File: src/rtl/xlat_maint_pkg.sv
package xlat_maint_pkg;

  localparam int PPN_W = 27;
  localparam int PERM_W = 4;
  localparam int ASN_W = 7;
  localparam int GH_W = 2;
  localparam int WORD_W = 64;

  typedef enum logic [3:0] {
    SEL_PTE      = 4'd0,
    SEL_ASN      = 4'd1,
    SEL_TAG      = 4'd2,
    SEL_KILLALL  = 4'd3,
    SEL_KILLPROC = 4'd4,
    SEL_KILLONE  = 4'd5
  } regSelT;

  typedef struct packed {
    logic [PPN_W-1:0]  ppn;
    logic [PERM_W-1:0] rdEnable;
    logic [PERM_W-1:0] wrEnable;
    logic              faultRd;
    logic              faultWr;
    logic              spaceMatch;
  } pteT;

  typedef struct packed {
    logic              insert;
    logic              killAll;
    logic              killProc;
    logic              killOne;
    logic [WORD_W-1:0] va;
    pteT               pte;
    logic [ASN_W-1:0]  asn;
  } strobeT;

  function automatic pteT unpackPte(logic [WORD_W-1:0] w);
    pteT p;
    p.ppn        = w[32 +: PPN_W];
    p.rdEnable   = w[8 +: PERM_W];
    p.wrEnable   = w[12 +: PERM_W];
    p.faultRd    = w[1];
    p.faultWr    = w[2];
    p.spaceMatch = w[4];
    return p;
  endfunction

  function automatic logic [GH_W-1:0] ghOf(logic [WORD_W-1:0] w);
    return w[5 +: GH_W];
  endfunction

  function automatic logic [WORD_W-1:0] packPte(pteT p, logic [ASN_W-1:0] asn);
    logic [WORD_W-1:0] r;
    r = '0;
    r[32 +: PPN_W]  = p.ppn;
    r[8 +: PERM_W]  = p.rdEnable;
    r[12 +: PERM_W] = p.wrEnable;
    r[1]            = p.faultRd;
    r[2]            = p.faultWr;
    r[4]            = p.spaceMatch;
    r[WORD_W-ASN_W +: ASN_W] = r[WORD_W-ASN_W +: ASN_W] | asn;
    return r;
  endfunction

endpackage

File: src/rtl/xlat_maint_ctrl.sv
module xlat_maint_ctrl
  import xlat_maint_pkg::*;
#(
  parameter bit IS_INSTR = 1'b0
) (
  input  logic              clk,
  input  logic              rstN,
  input  logic              wrEn,
  input  logic [3:0]        wrSel,
  input  logic [WORD_W-1:0] wrData,
  input  logic [3:0]        regSel,
  output logic [WORD_W-1:0] regData,
  output strobeT            strb,
  output logic              errGh,
  output logic              errBadSel
);

  logic [WORD_W-1:0] pteReg;
  logic [WORD_W-1:0] tagReg;
  logic [WORD_W-1:0] oneReg;
  logic [ASN_W-1:0]  asnReg;
  logic              ghBad;
  logic              selBad;

  always_comb begin
    strb   = '0;
    ghBad  = 1'b0;
    selBad = 1'b0;
    strb.asn = asnReg;
    strb.va  = tagReg;
    if (wrEn) begin
      case (wrSel)
        SEL_PTE: begin
          if (IS_INSTR) begin
            if (ghOf(wrData) != '0) begin
              ghBad = 1'b1;
            end else begin
              strb.insert = 1'b1;
              strb.pte = unpackPte(wrData);
              strb.pte.wrEnable = '0;
            end
          end
        end
        SEL_ASN: ;
        SEL_TAG: begin
          if (!IS_INSTR) begin
            if (ghOf(pteReg) != '0) begin
              ghBad = 1'b1;
            end else begin
              strb.insert = 1'b1;
              strb.va  = wrData;
              strb.pte = unpackPte(pteReg);
            end
          end
        end
        SEL_KILLALL:  strb.killAll  = 1'b1;
        SEL_KILLPROC: strb.killProc = 1'b1;
        SEL_KILLONE: begin
          strb.killOne = 1'b1;
          strb.va      = wrData;
        end
        default: selBad = 1'b1;
      endcase
    end
  end

  always_ff @(posedge clk) begin
    if (!rstN) begin
      pteReg    <= '0;
      tagReg    <= '0;
      oneReg    <= '0;
      asnReg    <= '0;
      errGh     <= 1'b0;
      errBadSel <= 1'b0;
    end else begin
      errGh     <= ghBad;
      errBadSel <= selBad;
      if (wrEn) begin
        case (wrSel)
          SEL_PTE:     pteReg <= wrData;
          SEL_ASN:     asnReg <= wrData[ASN_W-1:0];
          SEL_TAG:     tagReg <= wrData;
          SEL_KILLONE: oneReg <= wrData;
          default: ;
        endcase
      end
    end
  end

  always_comb begin
    case (regSel)
      SEL_PTE:     regData = pteReg;
      SEL_ASN:     regData = WORD_W'(asnReg);
      SEL_TAG:     regData = tagReg;
      SEL_KILLONE: regData = oneReg;
      default:     regData = '0;
    endcase
  end


  bad_sel_after_write_chk: assert property (@(posedge clk) disable iff (!rstN)
    errBadSel |-> $past(wrEn) && ($past(wrSel) > 4'd5));


  gh_after_commit_chk: assert property (@(posedge clk) disable iff (!rstN)
    errGh |-> $past(wrEn) && ($past(wrSel) == (IS_INSTR ? 4'd0 : 4'd2)));


  bad_sel_keeps_regs_chk: assert property (@(posedge clk) disable iff (!rstN)
    (wrEn && wrSel > 4'd5) |=> $stable(pteReg) && $stable(tagReg) && $stable(asnReg) && $stable(oneReg));

endmodule

File: src/rtl/xlat_maint_array.sv
module xlat_maint_array
  import xlat_maint_pkg::*;
#(
  parameter int ENTRIES    = 16,
  parameter int PAGE_SHIFT = 13,
  parameter int VPN_W      = 30,
  parameter bit IS_INSTR   = 1'b0,
  localparam int IDX_W     = $clog2(ENTRIES)
) (
  input  logic              clk,
  input  logic              rstN,
  input  strobeT            strb,
  input  logic [IDX_W-1:0]  rdIdx,
  output logic              rdValid,
  output logic [WORD_W-1:0] rdPte
);

  logic [ENTRIES-1:0] validQ;
  logic [VPN_W-1:0]   tagQ [ENTRIES];
  pteT                pteQ [ENTRIES];
  logic [ASN_W-1:0]   asnQ [ENTRIES];
  logic [IDX_W-1:0]   ptrQ;

  logic [VPN_W-1:0]   newVpn;
  logic [ENTRIES-1:0] hitVec;
  logic [ENTRIES-1:0] oneVec;
  logic [ENTRIES-1:0] privVec;
  logic               hitAny;
  logic               freeAny;
  logic [IDX_W-1:0]   hitIdx;
  logic [IDX_W-1:0]   freeIdx;
  logic [IDX_W-1:0]   slot;
  logic               usePtr;

  assign newVpn = strb.va[PAGE_SHIFT +: VPN_W];

  for (genvar g = 0; g < ENTRIES; g++) begin : g_match
    assign hitVec[g]  = validQ[g] && (tagQ[g] == newVpn) &&
                        ((asnQ[g] == strb.asn) || pteQ[g].spaceMatch);
    assign oneVec[g]  = validQ[g] && (tagQ[g] == newVpn) && (asnQ[g] == strb.asn);
    assign privVec[g] = !pteQ[g].spaceMatch;
  end

  always_comb begin
    hitAny  = 1'b0;
    freeAny = 1'b0;
    hitIdx  = '0;
    freeIdx = '0;
    for (int i = ENTRIES - 1; i >= 0; i--) begin
      if (hitVec[i]) begin
        hitAny = 1'b1;
        hitIdx = IDX_W'(i);
      end
      if (!validQ[i]) begin
        freeAny = 1'b1;
        freeIdx = IDX_W'(i);
      end
    end
    usePtr = !hitAny && !freeAny;
    slot   = hitAny ? hitIdx : (freeAny ? freeIdx : ptrQ);
  end

  always_ff @(posedge clk) begin
    if (!rstN) begin
      validQ <= '0;
      ptrQ   <= '0;
      for (int i = 0; i < ENTRIES; i++) begin
        tagQ[i] <= '0;
        pteQ[i] <= '0;
        asnQ[i] <= '0;
      end
    end else begin
      if (strb.killAll) begin
        validQ <= '0;
      end else if (strb.killProc) begin
        validQ <= validQ & ~privVec;
      end else if (strb.killOne) begin
        validQ <= validQ & ~oneVec;
      end else if (strb.insert) begin
        validQ[slot] <= 1'b1;
        tagQ[slot]   <= newVpn;
        pteQ[slot]   <= strb.pte;
        asnQ[slot]   <= strb.asn;
        if (usePtr) begin
          ptrQ <= (ptrQ == IDX_W'(ENTRIES - 1)) ? '0 : ptrQ + 1'b1;
        end
      end
    end
  end

  assign rdValid = validQ[rdIdx];
  assign rdPte   = packPte(pteQ[rdIdx], asnQ[rdIdx]);


  kill_all_empties_chk: assert property (@(posedge clk) disable iff (!rstN)
    strb.killAll |=> validQ == '0);


  kill_proc_keeps_global_chk: assert property (@(posedge clk) disable iff (!rstN)
    strb.killProc |=> (validQ & privVec) == '0 && (validQ == ($past(validQ) & ~privVec)));


  insert_sets_valid_chk: assert property (@(posedge clk) disable iff (!rstN)
    strb.insert |=> validQ != '0);


  idle_keeps_valid_chk: assert property (@(posedge clk) disable iff (!rstN)
    !(strb.insert || strb.killAll || strb.killProc || strb.killOne) |=> $stable(validQ));


  ptr_moves_on_insert_chk: assert property (@(posedge clk) disable iff (!rstN)
    !strb.insert |=> $stable(ptrQ));

  if (IS_INSTR) begin : g_instr
    for (genvar g = 0; g < ENTRIES; g++) begin : g_xwe

      instr_wr_zero_chk: assert property (@(posedge clk) disable iff (!rstN)
        pteQ[g].wrEnable == '0);
    end
  end

endmodule

File: src/rtl/xlat_maint.sv
module xlat_maint
  import xlat_maint_pkg::*;
#(
  parameter int ENTRIES    = 16,
  parameter int PAGE_SHIFT = 13,
  parameter int VPN_W      = 30,
  parameter bit IS_INSTR   = 1'b0,
  localparam int IDX_W     = $clog2(ENTRIES)
) (
  input  logic             clk,
  input  logic             rstN,
  input  logic             wrEn,
  input  logic [3:0]       wrSel,
  input  logic [63:0]      wrData,
  input  logic [3:0]       regSel,
  output logic [63:0]      regData,
  input  logic [IDX_W-1:0] rdIdx,
  output logic             rdValid,
  output logic [63:0]      rdPte,
  output logic             errGh,
  output logic             errBadSel
);

  strobeT strb;

  xlat_maint_ctrl #(
    .IS_INSTR (IS_INSTR)
  ) u_ctrl (
    .clk       (clk),
    .rstN      (rstN),
    .wrEn      (wrEn),
    .wrSel     (wrSel),
    .wrData    (wrData),
    .regSel    (regSel),
    .regData   (regData),
    .strb      (strb),
    .errGh     (errGh),
    .errBadSel (errBadSel)
  );

  xlat_maint_array #(
    .ENTRIES    (ENTRIES),
    .PAGE_SHIFT (PAGE_SHIFT),
    .VPN_W      (VPN_W),
    .IS_INSTR   (IS_INSTR)
  ) u_array (
    .clk     (clk),
    .rstN    (rstN),
    .strb    (strb),
    .rdIdx   (rdIdx),
    .rdValid (rdValid),
    .rdPte   (rdPte)
  );

endmodule

File: config.mk
export PLATFORM = sky130hd
export DESIGN_NAME = xlat_maint
export DESIGN_NICKNAME = d
export VERILOG_FILES = /design/src/rtl/xlat_maint_pkg.sv /design/src/rtl/xlat_maint_ctrl.sv /design/src/rtl/xlat_maint_array.sv /design/src/rtl/xlat_maint.sv
export SDC_FILE = /design/constraint.sdc
export NUM_CORES = 2
export LEC_CHECK = 0
export BUFFER_PORTS_ARGS = -buffer_cell sky130_fd_sc_hd__buf_4
export CAP_MARGIN = 20
export CORE_MARGIN = 2
export CORE_UTILIZATION = 25
export CTS_BUF_LIST = sky130_fd_sc_hd__clkbuf_4
export DETAILED_ROUTE_END_ITERATION = 8
export GPL_ROUTABILITY_DRIVEN = 0
export PLACE_DENSITY = 0.49
export SLEW_MARGIN = 20
export SYNTH_ARGS = -nofsm -noshare
export SYNTH_HDL_FRONTEND = slang
export SYNTH_HIERARCHICAL = 1
export SYNTH_SLANG_ARGS = --single-unit
export TNS_END_PERCENT = 1
File: constraint.sdc
create_clock -name clk -period 15.1 [get_ports clk]
set_input_delay 3.02 -clock clk [delete_from_list [all_inputs] [get_ports clk]]
set_output_delay 3.02 -clock clk [all_outputs]
set_load 0.02 [all_outputs]
Yosys cells after proc, flatten, opt, wreduce, memory -nomap -nowiden

Memories as Yosys holds them, arrays and structs flattened.
Cells that the tools add are included.

Register bits: 221
RAM bits: 1200
Input bits: 79
Output and inout bits: 131
Word-level logic and storage cells: 268
Memories kept: 3

Add/subtract/negate cells: 1
Order comparisons: 3
Eq/ne operators: 41
Mux-type cells: 102
Bitwise gates (word level): 10
Reduce and logical (&&, ||, !) cells: 100

Memory list:

| name         | words | bits a word | rd ports | clocked after memory_dff | wr ports | line                   | text |
|---|---|---|---|---|---|---|---|
| u_array.pteQ | 16    | 38          | 17       | 0                        | 16       | xlat_maint_array.sv:20 | `pteT pteQ [ENTRIES];` |
| u_array.tagQ | 16    | 30          | 16       | 0                        | 16       | xlat_maint_array.sv:19 | `logic [VPN_W-1:0] tagQ [ENTRIES];` |
| u_array.asnQ | 16    | 7           | 17       | 0                        | 16       | xlat_maint_array.sv:21 | `logic [ASN_W-1:0] asnQ [ENTRIES];` |

Operator list:

| cell                                                                         | count |
|---|---|
| 30-bit equality test                                                         | 16 |
| 64-bit case mux with 4 select lines                                          | 1 |
| 4-bit 2-to-1 mux                                                             | 38 |
| 64-bit case mux with 2 select lines                                          | 1 |
| 7-bit equality test                                                          | 16 |
| 106-bit 2-to-1 mux                                                           | 1 |
| 102-bit 2-to-1 mux                                                           | 1 |
| 38-bit 2-to-1 mux                                                            | 2 |
| 1-bit 2-to-1 mux                                                             | 51 |
| 1-bit logical AND                                                            | 50 |
| 16-bit 2-to-1 mux                                                            | 3 |
| 38-bit OR reduction                                                          | 1 |
| 16-bit AND                                                                   | 2 |
| 16-bit inverter                                                              | 2 |
| 30-bit 2-to-1 mux                                                            | 1 |
| 30-bit OR reduction                                                          | 1 |
| 1-bit logical NOT                                                            | 18 |
| 1-bit logical OR                                                             | 16 |
| 16-bit OR                                                                    | 1 |
| 4-bit by 2-bit equality test with 1-bit output, second input constant        | 3 |
| 4-bit by 3-bit equality test with 1-bit output, second input constant        | 3 |
| 4-bit by 5-bit less-than comparator with 1-bit output, second input constant | 2 |
| 2-bit AND reduction                                                          | 5 |
| 4-bit by 1-bit equality test with 1-bit output, second input constant        | 2 |
| other kinds (16)                                                             | 20 |

Longest topological paths before layout

Depth in word-level cells: 32
Mapped depth: 22
Depth with buffers taken out: 15

Cells and area by module

Netlist, hierarchy kept.

Modules (own cells, without submodules):

| module           | instances | cells each | area each (µm²) | sequential area each (µm²) |
|---|---|---|---|---|
| xlat_maint_array | 1         | 4390       | 60769.5         | 36434.9 |
| xlat_maint_ctrl  | 1         | 1148       | 9759.4          | 4023.9 |

Least setup slack after synthesis

No wires, ideal clock.

Path kind: input to register
Start point: in wrSel[1]
End point: mem u_array.asnQ[0][0], enable pin
Setup time: 0.612 ns
Arrival: 12.021 ns
Data required time: 14.488 ns
Path slack: 2.467 ns
Stages on the path: 19
Buffers on the path: 4
Path through: nand3b_1 or3b_1 inv_2 nor2_4 buf_6 mux2_4 buf_2 xnor2_1 nand4_1 or4_1 nor3_2 o211a_1 o2111a_2 nor4_1 or4_4 buf_6 and2_4 buf_6 o21ai_0

RTL lines:

| what            | line                   | text |
|---|---|---|
| start, declared | xlat_maint.sv:13       | `input logic [3:0] wrSel,` |
| end, declared   | xlat_maint_array.sv:21 |  |

==> qor.csv <==
metric;value;unit
YS warnings;6;
Critical Path AT;11250;ps
clk buf depth;4;
DR vias;46200;
Max Cap Violations;0;
reg2reg start;u_ctrl/pteReg[5];
die area;0.284;mm^2
Mapped Cells;5502;
antenna violations before repair;24;
clock slew at reported path FFs;60;ps
CP peak stage delay;840;ps
Initial Util;25.1;%
crit path to;u_array/pteQ[7][36];
Post-CTS Setup Inserts;0;
Slowest-stage cell, CP;o21ai_4;
Die X;533;um
initial DRC count;4723;
peak supply drop;82.3;uV
GRT Util Overall;16.3;%
Non-Filler Instances;9728;
aggregate global routing overflow;0;
Root Buffer Master;clkbuf_4;
FF-to-FF End;u_array/pteQ[7][36];
worst reg2reg path depth;18;
Cell Pwr Density;108;mW/mm^2
synthesis-to-layout area growth;13.6;%
Crit Path Max Fanout;65;
min Tclk post-route;10340;ps
post-route antenna net violation count;0;
Max Slew Vio Count;0;
Worst-Margin Slew;1200;ps
switch share;25.1;%
final hold vios;0;
hold_ws;455;ps
Die Span Y;533;um
clock network fraction of total power;40.4;%
setup TNS;0;ps
CTS tree;built;
TritonCTS Buffers;398;
total power;8.56;mW
clock sinks;1421;
status;finished clean;
DRC viols;0;
Resized cells post-CTS;0;
Comb power frac;7.7;%
row count;194;
DP HPWL;146;mm
Worst path most repeated cell;buf_4;
hold crit path type;reg -> reg;
Hold-fix buffers, CTS;0;
Clock Skew;165;ps
Crit Path Category;in -> reg;
CORE AREA;0.279;mm^2
Final Cycle Share;68.5;%
LEAKAGE;27.0;nW
P_sw;2.15;mW
f_max;0.0967;GHz
# IOs;210;
final-stage net count;5795;
cells along the critical path;buf_4 > nand3b_1 > or3b_2 > buf_4 > inv_2 > nor2_4 > buf_4 > mux2_4 > inv_1 > o221ai_1 > nor4_1 > nand4b_1 > nand2_1 > or4_4 > o21bai_1 > or2_2 > o21ai_2 > buf_4 > o21ai_4 > buf_4 > buf_4;
vias per inst;4.75;
start point of the critical path;wrSel[1];
fraction of layout cells with a size suffix above 1;20.8;%
Clock Latency Late Sink;1420;ps
H-tree Lvls;5;
Netlist Area Pre-Place;0.0700;mm^2
endpoint type of the worst setup path;register;
CP Launch Type;input port;
Slew headroom;20.0;%
PortBufs;188;
placed insts;9038;
flop-to-flop setup slack;7040;ps
unrepaired setup endpoints after global routing;no;
Avg Cell Area, Syn;12.7;um^2
post-DR wirelength/cell;24.5;um
first-pass GRT wire length;341;mm
Detailed Routing Iterations Pass 1;9;
vias in the first global route;47000;
wirelength, routed;238;mm
Final Util;28.5;%
WP data required;16010;ps
sequential power share;52.0;%
Setup-failing EPs final;0;
largest net degree at the start of global routing;116;
Power Internal;6.41;mW
## area by class of cell
type | instances | area, um^2
inverters | 88 | 330
flip-flops and latches | 1421 | 40500
well taps | 3724 | 4660
clock inverters | 82 | 332
repair buffers | 292 | 2210
fillers | 28600 | 199000
clock buffers | 598 | 4490
diodes | 9 | 22.5
multi-input cells | 3514 | 27000
## per-layer routing
| metal | wire length, um | GRT usage [%] | vias up |
|---|---|---|---|
| met3 | 16900 | 3.45 | 363 |
| met4 | 5500 | 4.71 | 12 |
| met2 | 107000 | 25.3 | 1874 |
| met1 | 108000 | 22.9 | 23600 |
| li1 | - | - | 20400 |
| met5 | 75 | 0 | - |
## worst max-delay path: cells and delay by family
| family | cells | cell delay (ps) |
|---|---|---|
| buffers and inverters | 8 | 3740 |
| muxes | 1 | 650 |
| and+or+nand+nor | 8 | 2110 |
| AOI/OAI and AO/OA | 4 | 1580 |
## layout by cell type, fill, tap and decap left out, types with 7 or more instances in the layout
cell type and instances:
o21ai_4 8, nor3_2 22, and3_1 8, o311ai_0 12
conb_1 21, nor3_4 11, o2111ai_1 8, xor2_1 85
a22oi_1 14, a21boi_1 15, mux2i_1 9, and2_1 1149
a222oi_1 57, nor2_1 40, nand2b_1 33, clkinv_1 66
buf_4 288, o21ai_0 38, edfxtp_1 1200, dfxtp_1 217
nand2_1 432, nor2b_1 14, nor4_1 113, mux2_4 30
nand4_1 232, a21oi_1 21, xnor2_1 495, a21boi_0 179
nand3_1 61, mux4_2 210, diode_2 9, clkbuf_4 598
inv_1 83, inv_2 10, nand2b_4 8, nor3_1 53
clkinv_2 7
## power groups by stage
| stage | sequential (mW) | clock [mW] | combinational [mW] |
|---|---|---|---|
| after floorplan | 4.53 | 0 | 0.405 |
| after global placement | 4.53 | 0 | 0.663 |
| after detailed placement | 4.53 | 0 | 0.663 |
| after CTS | 4.45 | 3.57 | 0.665 |
| after global routing | 4.46 | 3.77 | 0.696 |
| final | 4.45 | 3.46 | 0.656 |
## per-stage QoR
stage / instance area (um^2) / worst slack, ps
CTS: 79500 / 4920
finish: 79500 / 4760
detailed placement: 74700 / 3440
global route: 79500 / 4620
floorplan: 70100 / 2500
global placement: 74600 / 3510
## flip-flops by register name, summed over array words and instances (netlist names)
| register | flops |
|---|---|
| u_ctrl/tagReg | 64 |
| u_array/pteQ | 608 |
| u_array/asnQ | 112 |
| u_array/ptrQ | 4 |
| u_ctrl/errGh | 1 |
| u_array/tagQ | 480 |
| u_ctrl/pteReg | 64 |
| u_array/validQ | 16 |
| u_ctrl/oneReg | 64 |
| u_ctrl/errBadSel | 1 |
| u_ctrl/asnReg | 7 |
## worst min-delay path by stage
| stage | startpoint | end | slack (ps) | cells past startpoint |
|---|---|---|---|---|
| global placement | u_ctrl/oneReg[43] | u_ctrl/oneReg[43] | 440 | 2 |
| floorplan | u_ctrl/oneReg[33] | u_ctrl/oneReg[33] | 430 | 2 |
| CTS | u_ctrl/oneReg[45] | u_ctrl/oneReg[45] | 460 | 2 |
| global route | u_ctrl/oneReg[34] | u_ctrl/oneReg[34] | 460 | 2 |
| finish | u_ctrl/oneReg[45] | u_ctrl/oneReg[45] | 460 | 2 |
| detailed placement | u_ctrl/oneReg[34] | u_ctrl/oneReg[34] | 450 | 2 |
No activity file was read; power rests on OpenSTA's default activity.
